--- config.mk ---
export PLATFORM = sky130hd
export DESIGN_NAME = sgimm_unit
export DESIGN_NICKNAME = d
export VERILOG_FILES = /design/src/rtl/sgimm_pkg.sv /design/src/rtl/sgimm_decode.sv /design/src/rtl/sgimm_beat_addr.sv /design/src/rtl/sgimm_unit.sv
export SDC_FILE = /design/constraint.sdc
export NUM_CORES = 1
export LEC_CHECK = 0
export ABC_CLOCK_PERIOD_IN_PS = 8900
export BUFFER_PORTS_ARGS = -buffer_cell sky130_fd_sc_hd__clkbuf_2
export CORE_AREA = 5 5 264 266
export DETAILED_ROUTE_END_ITERATION = 16
export DIE_AREA = 0 0 269 271
export PLACE_DENSITY = 0.6
export SYNTH_ARGS = -nofsm -noshare
export SYNTH_HDL_FRONTEND = slang
export SYNTH_HIERARCHICAL = 1
export SYNTH_SLANG_ARGS = --single-unit
--- constraint.sdc ---
create_clock -name clk -period 8.9 [get_ports clk]
set_input_delay 1.335 -clock clk [delete_from_list [all_inputs] [get_ports clk]]
set_output_delay 1.335 -clock clk [all_outputs]
set_load 0.02 [all_outputs]
--- src/rtl/sgimm_pkg.sv ---
package sgimm_pkg;
  localparam int SG_IMM_W = 7;
  localparam int SG_QIDX_W = 3;

  typedef enum logic [2:0] {
    ST_IDLE,
    ST_BEAT,
    ST_REQ,
    ST_RDATA,
    ST_DONE
  } sg_state_e;

  typedef struct packed {
    logic                 is_load;
    logic                 wb;
    logic                 add;
    logic                 dword;
    logic                 form_ok;
    logic [SG_IMM_W-1:0]  imm;
    logic [SG_QIDX_W-1:0] qd_idx;
    logic [SG_QIDX_W-1:0] qm_idx;
  } sg_cmd_t;
endpackage

--- src/rtl/sgimm_decode.sv ---
module sgimm_decode
  import sgimm_pkg::*;
#(
  parameter int LANE_W = 32
) (
  input  logic [31:0]       insn,
  output sg_cmd_t           cmd,
  output logic [LANE_W-1:0] offset,
  output logic              reject
);
  logic [LANE_W-1:0] mag;
  logic unused_bits;

  assign unused_bits = ^{insn[31:24], insn[22], insn[16], insn[12], insn[7]};

  always_comb begin
    cmd.is_load = insn[20];
    cmd.wb      = insn[21];
    cmd.add     = insn[23];
    cmd.form_ok = (insn[11:9] == 3'b111);
    cmd.dword   = insn[8];
    cmd.imm     = insn[SG_IMM_W-1:0];
    cmd.qd_idx  = insn[15:13];
    cmd.qm_idx  = insn[19:17];
  end

  // scale by element size, then apply the direction
  always_comb begin
    mag = '0;
    mag[SG_IMM_W-1:0] = cmd.imm;
    mag = cmd.dword ? (mag << 3) : (mag << 2);
    offset = cmd.add ? mag : (LANE_W'(0) - mag);
  end

  assign reject = !cmd.form_ok || (cmd.is_load && (cmd.qd_idx == cmd.qm_idx));
endmodule

--- src/rtl/sgimm_beat_addr.sv ---
module sgimm_beat_addr #(
  parameter int LANES  = 4,
  parameter int LANE_W = 32,
  localparam int BEAT_W = $clog2(LANES)
) (
  input  logic [LANES-1:0][LANE_W-1:0] qm,
  input  logic [BEAT_W-1:0]            beat,
  input  logic                         dword,
  input  logic                         wb,
  input  logic [LANE_W-1:0]            offset,
  output logic [LANE_W-1:0]            addr,
  output logic                         wb_en,
  output logic [BEAT_W-1:0]            wb_lane,
  output logic [LANE_W-1:0]            wb_value
);
  logic [BEAT_W-1:0] base_lane;
  logic [LANE_W-1:0] base_sum;

  always_comb begin
    base_lane = beat;
    if (dword) base_lane[0] = 1'b0;
    base_sum = qm[base_lane] + offset;
    addr     = base_sum + ((dword && beat[0]) ? LANE_W'(4) : LANE_W'(0));
    wb_lane  = base_lane;
    wb_value = base_sum;
    wb_en    = wb && (!dword || beat[0]);
  end
endmodule

--- src/rtl/sgimm_unit.sv ---
module sgimm_unit
  import sgimm_pkg::*;
#(
  parameter int LANES  = 4,
  parameter int LANE_W = 32,
  localparam int VEC_W  = LANES * LANE_W,
  localparam int MASK_W = VEC_W / 8,
  localparam int STRIDE = MASK_W / LANES,
  localparam int BEAT_W = $clog2(LANES),
  localparam int STRB_W = LANE_W / 8
) (
  input  logic              clk,
  input  logic              rst_n,
  input  logic              cmd_valid,
  output logic              cmd_ready,
  input  logic [31:0]       cmd_insn,
  input  logic [VEC_W-1:0]  qd_in,
  input  logic [VEC_W-1:0]  qm_in,
  input  logic [MASK_W-1:0] pred_mask,
  input  logic [MASK_W-1:0] beat_mask,
  output logic              mem_req_valid,
  input  logic              mem_req_ready,
  output logic              mem_we,
  output logic [LANE_W-1:0] mem_addr,
  output logic [LANE_W-1:0] mem_wdata,
  output logic [STRB_W-1:0] mem_wstrb,
  input  logic [LANE_W-1:0] mem_rdata,
  output logic [VEC_W-1:0]  qd_out,
  output logic [VEC_W-1:0]  qm_out,
  output logic              done,
  output logic              illegal
);
  sg_state_e                   state;
  sg_cmd_t                     dec_cmd, cmd_q;
  logic [LANE_W-1:0]           dec_off, off_q;
  logic                        dec_reject;
  logic [BEAT_W-1:0]           beat;
  logic [LANES-1:0][LANE_W-1:0] qd_r, qm_r;
  logic [LANES-1:0]            exec_bits, pred_bits;
  logic [MASK_W-1:0]           pred_q, eci_q;
  logic [LANE_W-1:0]           req_addr, req_wdata;
  logic                        req_we, illegal_q;
  logic [LANE_W-1:0]           beat_addr, wb_value;
  logic                        wb_en;
  logic [BEAT_W-1:0]           wb_lane;
  logic                        last_beat;

  sgimm_decode #(.LANE_W(LANE_W)) u_dec (
    .insn(cmd_insn), .cmd(dec_cmd), .offset(dec_off), .reject(dec_reject)
  );

  sgimm_beat_addr #(.LANES(LANES), .LANE_W(LANE_W)) u_addr (
    .qm(qm_r), .beat(beat), .dword(cmd_q.dword), .wb(cmd_q.wb),
    .offset(off_q), .addr(beat_addr), .wb_en(wb_en),
    .wb_lane(wb_lane), .wb_value(wb_value)
  );

  // per-beat control bits sit at the first byte of each beat
  for (genvar g = 0; g < LANES; g++) begin : g_beat_bits
    assign exec_bits[g] = eci_q[g*STRIDE];
    assign pred_bits[g] = pred_q[g*STRIDE];
  end

  assign last_beat = (beat == BEAT_W'(LANES-1));

  always_ff @(posedge clk) begin
    if (!rst_n) begin
      state     <= ST_IDLE;
      beat      <= '0;
      cmd_q     <= '0;
      off_q     <= '0;
      qd_r      <= '0;
      qm_r      <= '0;
      pred_q    <= '0;
      eci_q     <= '0;
      req_addr  <= '0;
      req_wdata <= '0;
      req_we    <= 1'b0;
      illegal_q <= 1'b0;
    end else begin
      illegal_q <= 1'b0;
      unique case (state)
        ST_IDLE: begin
          if (cmd_valid) begin
            if (dec_reject) begin
              illegal_q <= 1'b1;
            end else begin
              cmd_q  <= dec_cmd;
              off_q  <= dec_off;
              qd_r   <= qd_in;
              qm_r   <= qm_in;
              pred_q <= pred_mask;
              eci_q  <= beat_mask;
              beat   <= '0;
              state  <= ST_BEAT;
            end
          end
        end
        ST_BEAT: begin
          if (exec_bits[beat]) begin
            if (wb_en) qm_r[wb_lane] <= wb_value;
            if (pred_bits[beat]) begin
              req_addr  <= beat_addr;
              req_we    <= !cmd_q.is_load;
              req_wdata <= qd_r[beat];
              state     <= ST_REQ;
            end else begin
              if (cmd_q.is_load) qd_r[beat] <= '0;
              if (last_beat) state <= ST_DONE;
              else beat <= beat + 1'b1;
            end
          end else begin
            if (last_beat) state <= ST_DONE;
            else beat <= beat + 1'b1;
          end
        end
        ST_REQ: begin
          if (mem_req_ready) begin
            if (!req_we) begin
              state <= ST_RDATA;
            end else if (last_beat) begin
              state <= ST_DONE;
            end else begin
              beat  <= beat + 1'b1;
              state <= ST_BEAT;
            end
          end
        end
        ST_RDATA: begin
          qd_r[beat] <= mem_rdata;
          if (last_beat) begin
            state <= ST_DONE;
          end else begin
            beat  <= beat + 1'b1;
            state <= ST_BEAT;
          end
        end
        ST_DONE: state <= ST_IDLE;
        default: state <= ST_IDLE;
      endcase
    end
  end

  assign cmd_ready     = (state == ST_IDLE);
  assign mem_req_valid = (state == ST_REQ);
  assign mem_we        = req_we;
  assign mem_addr      = req_addr;
  assign mem_wdata     = req_wdata;
  assign mem_wstrb     = req_we ? '1 : '0;
  assign qd_out        = qd_r;
  assign qm_out        = qm_r;
  assign done          = (state == ST_DONE);
  assign illegal       = illegal_q;
endmodule

==> results of run 1 <==
-- metal layers --
layer,vias to the layer above,GRT usage
met2,1145,0.3992
met1,10510,0.3057
met4,12,0.09776
met3,224,0.07451
met5,-,0
li1,10010,-
-- power breakdown --
group	internal (mW)	switching, mW	total (mW)	leakage [nW]
combinational	0.219	0.372	0.591	6.59
sequential	1.72	0.0570	1.77	3.00
clock	1.19	0.816	2.01	0.785
total	3.13	1.24	4.37	10.4
-- through the flow --
stage                     setup slack (ps)  total power, mW
after floorplan                       3471            2.145
final                                 2767            4.372
after global placement                3027            2.393
after detailed placement              2926            2.396
after global routing                  2637            4.518
after CTS                             2867            4.408
-- critical path: stages (launching register included) --
cell      delay, ps
dfxtp_2         320
inv_1            60
nor2_4          130
buf_4           420
mux4_2          620
ha_1            430
and3_4          250
a221o_1         440
a221oi_2        630
xnor2_2         240
nand4_4         160
or4_1           630
nor4_1         1030
nand4_1         220
xnor2_1         180
nand2_1          80
a21oi_1          60
-- flip-flops by register name, indices dropped and copies added (netlist names), 2 cells and up --
signal     count
eci_q          4
pred_q         4
state          3
qm_out       128
off_q         32
cmd_q          3
mem_wdata     32
qd_out       128
mem_addr      32
beat           2
-- worst max-delay path by stage --
stage / from / end / depth (start not counted)
2_1_floorplan: beat[0] / mem_addr[28] / 18
3_3_place_gp: beat[0] / mem_addr[29] / 16
3_5_place_dp: cmd_q[14] / mem_addr[29] / 15
4_1_cts: beat[0] / mem_addr[29] / 16
5_1_grt: beat[0] / mem_addr[27] / 16
6_report: beat[0] / mem_addr[29] / 16
-- area by class of cell --
class	count	area [um2]	area share
Antenna cell	11	27.53	0.001063
Clock buffer	66	1325	0.05116
Clock inverter	17	282.8	0.01092
Inverter	25	100.1	0.003865
Multi-Input combinational cell	1814	12150	0.4692
Sequential cell	370	7413	0.2862
Tap cell	873	1092	0.04218
Timing Repair Buffer	682	3505	0.1353
==> impl_metrics.env, run 1 <==
export IMPL_status="complete, no violations"
export IMPL_grt_pass1_wl_mm=139.3
export IMPL_path_clk_slew_ps=70
export IMPL_hold_violations=0
export IMPL_dpl_instance_area_um2=24260
export IMPL_fin_nets=3336
export IMPL_grt_overflow_total=0
export IMPL_drt_wl_total_mm=95.15
export IMPL_clk_path_buf_depth=3
export IMPL_avgViaCountPerCell=5.676
export IMPL_post_place_cells=3764
export IMPL_r2r_cells=16
export IMPL_clockRootBuffer="clkbuf_16"
export IMPL_post_cts_setup_buffers=0
export IMPL_fp_coreArea_um2=66800
export IMPL_cts_tree="yes"
export IMPL_design_area_um2=25900
export IMPL_dr_wl_met3_mm=9.475
export IMPL_crit_fanout=19
export IMPL_wire_per_inst_um=24.66
export IMPL_min_period_ps=6133
export IMPL_setup_tns_ps=0
export IMPL_area_growth_pct=24.30
export IMPL_vias=21900
export IMPL_hold_depth=2
export IMPL_timing_rr_start="beat[0]"
export IMPL_grt_total_usage=0.2462
export IMPL_antenna_found_initial=17
export IMPL_critPathLaunchType="flip-flop"
export IMPL_cts_max_level=2
export IMPL_whs_endpoint="pred_q[4]"
export IMPL_criticalPathCategory="reg -> reg"
export IMPL_p_leak_nw=10.38
export IMPL_cts_sinks=370
export IMPL_syn_area_um2=20830
export IMPL_finalCritPeriodShare=0.6891
export IMPL_utilization=0.3877
export IMPL_cts_resized_gates=0
export IMPL_p_per_area_nw_per_um2=168.8
export IMPL_cts_buffers=45
export IMPL_hold_start="pred_q[4]"
export IMPL_port_buffers=648
export IMPL_hold_buffers=0
export IMPL_yosysWarningCount=6
export IMPL_max_slew_margin=0.1654
export IMPL_cap_violations=0
export IMPL_peakVddDrop_uv=129.0
export IMPL_stdcell_count=3858
export IMPL_drt_first_pass_iters=5
export IMPL_cp_required_ps=9310
export IMPL_die_y_um=271
export IMPL_final_cell_mix="clkbuf_2, dfxtp_1, nand2_1"
export IMPL_setup_violations=0
export IMPL_place_gp_congestion=0.9008
export IMPL_row_count=95
export IMPL_ant_nets=0
export IMPL_fp_dieW_um=269
export IMPL_slew_viol_final=0
export IMPL_tightest_slew_ps=1240
export IMPL_final_common_cell="clkbuf_2"
export IMPL_initial_core_util=0.3119
export IMPL_timing_fmax_mhz=163.1
export IMPL_drc=0
export IMPL_holdWs_ps=453.4
export IMPL_layout_drive_gt1_share=0.3181
export IMPL_dp_hpwl_mm=66.25
export IMPL_top_layer="met5"
export IMPL_r2r_end="mem_addr[29]"
export IMPL_syn_area_per_cell_um2=8.428
export IMPL_drt_iter0_drc=1860
export IMPL_hold_path_class="reg -> reg"
export IMPL_wirelength_met1_mm=37.39
export IMPL_rsz0062_at_grt="false"
export IMPL_route_met2_wl_mm=44.14
export IMPL_fin_skew_ps=41.90
export IMPL_crit_arrival_ps=6540
export IMPL_fillers=6976
export IMPL_reg2reg_slack_ps=2770
export IMPL_post_synth_inst_count=2472
export IMPL_first_global_vias=21390
export IMPL_grt_max_degree=130
export IMPL_endpoint_kind="flip-flop"
export IMPL_clock_latency_ps=600
export IMPL_io_pins=685
export IMPL_die_area_um2=72900
(Power assumes the default switching activity.)
==> run 2, diff against run 1 <==
--- a/config.mk
+++ b/config.mk
@@ -5,12 +5,12 @@
 export SDC_FILE = /design/constraint.sdc
 export NUM_CORES = 1
 export LEC_CHECK = 0
-export ABC_CLOCK_PERIOD_IN_PS = 8900
+export ABC_CLOCK_PERIOD_IN_PS = 4900
 export BUFFER_PORTS_ARGS = -buffer_cell sky130_fd_sc_hd__clkbuf_2
 export CORE_AREA = 5 5 264 266
 export DETAILED_ROUTE_END_ITERATION = 16
 export DIE_AREA = 0 0 269 271
-export PLACE_DENSITY = 0.6
+export PLACE_DENSITY = 0.62
 export SYNTH_ARGS = -nofsm -noshare
 export SYNTH_HDL_FRONTEND = slang
 export SYNTH_HIERARCHICAL = 1
==> constraint.sdc (replaced) <==
create_clock -name clk -period 4.9 [get_ports clk]
set_input_delay 0.735 -clock clk [delete_from_list [all_inputs] [get_ports clk]]
set_output_delay 0.735 -clock clk [all_outputs]
set_load 0.02 [all_outputs]
==> run 2 against run 1 <==
Sequential cell count did not move. Total power increased by 82%. First-iteration DRC count increased by 0.97%. Critical path depth is 1 higher. Design area grew 2.4%. Non-clock buffer count is 53 higher. Global-route usage decreased by 0.10 points. Largest cell class unchanged. Highest routed layer unchanged.
==> impl_metrics.env, run 2 (same netlist as run 1, synthesis figures left out) <==
export IMPL_cts_buffers=45
export IMPL_setup_violations=0
export IMPL_dp_slack_ps=-136.4
export IMPL_cp_required_ps=5420
export IMPL_slew_viol_final=0
export IMPL_p_leak_nw=10.73
export IMPL_avgViaCountPerCell=5.665
export IMPL_place_gp_congestion=0.9113
export IMPL_endpoint_kind="flip-flop"
export IMPL_grt_pass1_wl_mm=138.3
export IMPL_min_period_ps=4767
export IMPL_layout_drive_gt1_share=0.3383
export IMPL_drt_wl_total_mm=95.51
export IMPL_timing_rr_start="beat[0]"
export IMPL_drt_first_pass_iters=5
export IMPL_max_slew_margin=0.1762
export IMPL_cap_violations=0
export IMPL_fin_skew_ps=35.09
export IMPL_grt_overflow_total=0
export IMPL_first_global_vias=21160
export IMPL_setup_tns_ps=0
export IMPL_peakVddDrop_uv=250.8
export IMPL_stdcell_count=3909
export IMPL_r2r_end="mem_addr[24]"
export IMPL_crit_slowest_cell="or4b_4"
export IMPL_port_buffers=648
export IMPL_path_depth=17
export IMPL_grt_total_usage=0.2452
export IMPL_wire_per_inst_um=24.43
export IMPL_clockRootBuffer="clkbuf_16"
export IMPL_cts_tree="yes"
export IMPL_final_common_cell="clkbuf_2"
export IMPL_finalCritPeriodShare=0.9729
export IMPL_cts_max_level=2
export IMPL_dpl_instance_area_um2=24640
export IMPL_crit_fanout=6
export IMPL_io_pins=685
export IMPL_grt_max_degree=159
export IMPL_power_internal_mw=5.708
export IMPL_share_seq_of_total_power=0.405
export IMPL_fin_nets=3389
export IMPL_critPathLaunchType="flip-flop"
export IMPL_drc=0
export IMPL_clockPowerShare=0.458
export IMPL_switching_share=0.2838
export IMPL_worstSetupEndpoint="mem_addr[24]"
export IMPL_area_growth_pct=27.34
export IMPL_die_y_um=271
export IMPL_cp_cell_sequence="inv_2 > nor2_4 > buf_6 > mux4_2 > fa_2 > a21o_1 > a221oi_4 > buf_12 > o21ai_4 > xnor2_2 > nor4_4 > or3b_4 > or4b_4 > nor3b_2 > xor2_1 > nand2_1 > a21oi_2"
export IMPL_initial_core_util=0.3119
export IMPL_timing_fmax_mhz=209.8
export IMPL_clk_path_buf_depth=3
export IMPL_vias=22150
export IMPL_power_frac_comb=0.137
export IMPL_clock_latency_ps=600
export IMPL_criticalPathCategory="reg -> reg"
export IMPL_die_area_um2=72900
export IMPL_tightest_slew_ps=1223
export IMPL_final_cell_mix="clkbuf_2, dfxtp_1, nand2_1"
export IMPL_hold_path_class="in -> reg"
export IMPL_antenna_found_initial=16
export IMPL_reg2reg_slack_ps=130
export IMPL_fp_dieW_um=269
export IMPL_p_per_area_nw_per_um2=300.4
export IMPL_post_place_cells=3806
export IMPL_ant_nets=0
export IMPL_row_count=95
export IMPL_cts_sinks=370
export IMPL_fin_ws_ps=132.9
export IMPL_rsz0062_at_grt="true"
export IMPL_hold_buffers=0
export IMPL_drt_iter0_drc=1878
export IMPL_fp_coreArea_um2=66800
export IMPL_startpoint="beat[0]"
export IMPL_holdWs_ps=368.5
export IMPL_path_clk_slew_ps=70
export IMPL_crit_path_max_incr_delay_ps=650
export IMPL_dp_hpwl_mm=67.50
export IMPL_r2r_cells=17
export IMPL_critical_path_buf_inv_count=3
export IMPL_hold_violations=0
export IMPL_crit_family="simple AND/OR/NAND/NOR gates"
export IMPL_switchingPower_mw=2.262
export IMPL_crit_arrival_ps=5280
export IMPL_status="complete, no violations"
export IMPL_design_area_um2=26530
[run 2: stage by stage]
step                      total power, mW    util
after global routing                8.240  0.3970
final                               7.970  0.3972
after global placement              4.358  0.3689
after CTS                           8.009  0.3932
after floorplan                     3.896       -
after detailed placement            4.365  0.3689
[run 2: power groups by stage]
| stage | Sequential [mW] | Combinational [mW] | Clock, mW |
|---|---|---|---|
| after floorplan | 3.38 | 0.518 | 0 |
| after global placement | 3.29 | 1.07 | 0 |
| after detailed placement | 3.29 | 1.08 | 0 |
| after CTS | 3.22 | 1.08 | 3.71 |
| after global routing | 3.23 | 1.17 | 3.83 |
| final | 3.22 | 1.09 | 3.65 |
[run 2: area by class of cell]
| class | instances | area (um2) |
|---|---|---|
| Timing Repair Buffer | 735 | 3973 |
| Inverter | 25 | 100.1 |
| Antenna cell | 9 | 22.52 |
| Tap cell | 873 | 1092 |
| Clock inverter | 18 | 280.3 |
| Fill cell | 6937 | 40270 |
| Sequential cell | 370 | 7413 |
| Clock buffer | 65 | 1331 |
| Multi-Input combinational cell | 1814 | 12320 |
[run 2: repair_timing]
item,CTS,global route
resized for setup,2,29
endpoints found under the setup margin,3,8
setup buffers,0,11
pin swaps,0,13
[run 2: worst min-delay path, stage by stage]
cell and delay (ps):
clkbuf_2 80, nand2_1 40, a21oi_1 50
[run 2: how the worst min path moves through the flow]
| stage | cells past startpoint | end | start |
|---|---|---|---|
| global route | 3 | cmd_q[16] | cmd_insn[21] |
| global placement | 2 | mem_wdata[14] | mem_wdata[14] |
| CTS | 3 | pred_q[12] | pred_mask[12] |
| finish | 3 | eci_q[12] | beat_mask[12] |
| detailed placement | 2 | mem_wdata[15] | mem_wdata[15] |
| floorplan | 2 | cmd_q[16] | cmd_q[16] |
[run 2: metal layers]
| metal | track usage | vias to the layer above | part of all wire |
|---|---|---|---|
| met3 | 0.06470 | 219 | 0.092 |
| met4 | 0.08542 | 12 | 0.036 |
| met1 | 0.3125 | 10610 | 0.40 |
| met5 | 0 | - | 0.00092 |
| li1 | - | 10110 | - |
| met2 | 0.4009 | 1193 | 0.47 |
==> run 3, diff against run 2 <==
--- a/config.mk
+++ b/config.mk
@@ -5,13 +5,12 @@
 export SDC_FILE = /design/constraint.sdc
 export NUM_CORES = 1
 export LEC_CHECK = 0
-export ABC_CLOCK_PERIOD_IN_PS = 4900
+export ABC_CLOCK_PERIOD_IN_PS = 5900
 export BUFFER_PORTS_ARGS = -buffer_cell sky130_fd_sc_hd__clkbuf_2
-export CORE_AREA = 5 5 264 266
+export CORE_AREA = 5 5 260 262
 export DETAILED_ROUTE_END_ITERATION = 16
-export DIE_AREA = 0 0 269 271
-export PLACE_DENSITY = 0.62
+export DIE_AREA = 0 0 265 267
+export PLACE_DENSITY = 0.58
 export SYNTH_ARGS = -nofsm -noshare
 export SYNTH_HDL_FRONTEND = slang
-export SYNTH_HIERARCHICAL = 1
 export SYNTH_SLANG_ARGS = --single-unit
==> constraint.sdc (replaced) <==
create_clock -name clk -period 5.9 [get_ports clk]
set_input_delay 0.885 -clock clk [delete_from_list [all_inputs] [get_ports clk]]
set_output_delay 0.885 -clock clk [all_outputs]
set_load 0.02 [all_outputs]
==> run 3 against run 2 <==
Die area is 2.9% lower. Via count is 6.4% lower. Design area is 7.5% lower. Largest cell class unchanged. Largest power group unchanged.
==> impl_metrics.env, run 3 <==
export IMPL_avgViaCountPerCell=5.718
export IMPL_port_buffers=648
export IMPL_syn_area_um2=19110
export IMPL_ys_top_cells_by_count="dfxtp_1, a21oi_1, nor2_1, clkbuf_1, nand2_1"
export IMPL_cts_sinks=353
export IMPL_grt_total_usage=0.2447
export IMPL_drt_first_pass_iters=5
export IMPL_initial_core_util=0.2933
export IMPL_cap_violations=0
export IMPL_hold_violations=0
export IMPL_design_area_um2=24540
export IMPL_synth_seq_cells=353
export IMPL_synth_area_leaders="dfxtp_1, a21oi_1, o221a_2"
export IMPL_endpoint_kind="flip-flop"
export IMPL_synth_edff_count=0
export IMPL_cts_tree="yes"
export IMPL_timing_fmax_mhz=193.5
export IMPL_synth_most_common_cell="dfxtp_1"
export IMPL_yosysUniqueCellTypes=89
export IMPL_synth_flop_cell="dfxtp_1"
export IMPL_post_synth_inst_count=2214
export IMPL_setup_tns_ps=0
export IMPL_hold_path_class="reg -> reg"
export IMPL_die_area_um2=70760
export IMPL_cp_required_ps=6350
export IMPL_seq_area_frac_synth=0.3698
export IMPL_cts_buffers=44
export IMPL_crit_arrival_ps=5620
export IMPL_path_common_cell="and4_1"
export IMPL_vias=20730
export IMPL_clock_latency_ps=580
export IMPL_p_leak_nw=10.37
export IMPL_min_period_ps=5168
export IMPL_fp_coreArea_um2=65160
export IMPL_ant_nets=0
export IMPL_yosysTopAreaCell="dfxtp_1"
export IMPL_post_cts_setup_buffers=0
export IMPL_die_y_um=267
export IMPL_cts_max_level=2
export IMPL_syn_area_per_cell_um2=8.632
export IMPL_p_per_area_nw_per_um2=271.7
export IMPL_dpl_instance_area_um2=23030
export IMPL_clockRootBuffer="clkbuf_16"
export IMPL_grt_pass1_wl_mm=133.4
export IMPL_final_cell_mix="clkbuf_2, dfxtp_1, a21oi_1"
export IMPL_dp_slack_ps=764.3
export IMPL_crit_path_max_incr_delay_ps=560
export IMPL_fin_skew_ps=29.90
export IMPL_first_global_vias=20040
export IMPL_hold_buffers=0
export IMPL_drc=0
export IMPL_slew_viol_final=0
export IMPL_hold_depth=2
export IMPL_drt_wl_total_mm=92.17
export IMPL_finalCritPeriodShare=0.8760
export IMPL_grt_max_degree=91
export IMPL_antenna_found_initial=5
export IMPL_grt_overflow_total=0
export IMPL_setup_violations=0
export IMPL_status="complete, no violations"
export IMPL_post_place_cells=3547
export IMPL_p_total_mw=6.667
export IMPL_row_count=94
export IMPL_io_pins=685
export IMPL_layout_drive_gt1_share=0.3655
export IMPL_synth_top_area_frac=0.3698
export IMPL_fillers=6890
export IMPL_clk_path_buf_depth=3
export IMPL_crit_slowest_cell="ha_1"
export IMPL_final_common_cell="clkbuf_2"
export IMPL_synthArstFlopShare=0
export IMPL_critPathLaunchType="flip-flop"
export IMPL_synth_fp_nets=2610
export IMPL_peakVddDrop_uv=204.0
export IMPL_fin_ws_ps=731.5
export IMPL_crit_fanout=21
export IMPL_yosysWarningCount=0
export IMPL_criticalPathCategory="reg -> reg"
export IMPL_stdcell_count=3626
export IMPL_path_clk_slew_ps=60
export IMPL_rsz0062_at_grt="false"
export IMPL_fp_dieW_um=265
export IMPL_place_gp_congestion=0.9246
export IMPL_max_slew_margin=0.1961
export IMPL_tightest_slew_ps=1203
export IMPL_cts_resized_gates=0
export IMPL_wire_per_inst_um=25.42
export IMPL_area_growth_pct=28.42
export IMPL_cp_cell_sequence="nand2b_2 > buf_12 > mux4_2 > ha_1 > nand2_1 > o21ai_0 > nor2b_1 > nor3_1 > xnor2_2 > and4_1 > and4_1 > a41oi_1 > a211o_1"
export IMPL_dp_hpwl_mm=67.39
export IMPL_drt_iter0_drc=2156
export IMPL_fin_nets=3125
export IMPL_r2r_cells=13
-- run 3: through the flow --
stage          utilization  hold slack (ps)
6_report            0.3767            452.0
5_1_grt             0.3766            473.9
3_3_place_gp        0.3534            442.4
3_5_place_dp        0.3534            446.8
2_1_floorplan            -            433.1
4_1_cts             0.3765            455.4
-- run 3: final cells by class --
| cell class | count | area (um2) | share of cell area |
|---|---|---|---|
| antenna | 4 | 10.01 | 0.0004079 |
| inverter | 17 | 68.82 | 0.002804 |
| clock buffer | 61 | 1319 | 0.05373 |
| clock inverter | 14 | 187.7 | 0.007647 |
| multi-input combinational | 1626 | 11240 | 0.4578 |
| sequential | 353 | 7073 | 0.2882 |
| tap | 864 | 1081 | 0.04405 |
| timing repair buffer | 687 | 3567 | 0.1453 |
-- run 3: worst paths after layout --
check,from,end,slack (ps)
setup reg to reg,cmd_q[14],mem_addr[28],730
hold / removal,mem_wdata[24],mem_wdata[24],450
setup / recovery,cmd_q[14],mem_addr[28],730
hold reg to reg,mem_wdata[24],mem_wdata[24],450
-- run 3: cell families after synthesis --
logic type | synth area share
XOR/XNOR | 0.01886
AND/OR/NAND/NOR | 0.1445
buffers and inverters | 0.04891
multiplexers | 0.08040
flip-flops | 0.3698
adder cells (fa/ha/maj) | 0.02658
AO/OA/AOI/OAI | 0.3110
-- run 3: routing by layer --
| layer | wire (um) | up-vias | global-route usage |
|---|---|---|---|
| li1 | - | 9408 | - |
| met1 | 35930 | 10020 | 0.3046 |
| met2 | 43350 | 1097 | 0.4024 |
| met3 | 8271 | 211 | 0.06232 |
| met4 | 4598 | 2 | 0.1085 |
| met5 | 12 | - | 0 |
-- run 3: power breakdown --
part	internal, mW	switching [mW]	leakage, nW	total, mW
Clock	1.73	1.13	0.745	2.86
Sequential	2.51	0.124	2.87	2.64
Combinational	0.441	0.728	6.75	1.17
Total	4.68	1.98	10.4	6.67
-- run 3: critical path: cells and delay by family (launching register included) --
kind / cells / cell delay (ps)
buf+inv: 1 / 290
simple gates: 6 / 2040
flops: 1 / 380
mux: 1 / 550
xor+xnor: 1 / 460
fa+ha+maj: 1 / 560
compound gates: 3 / 750
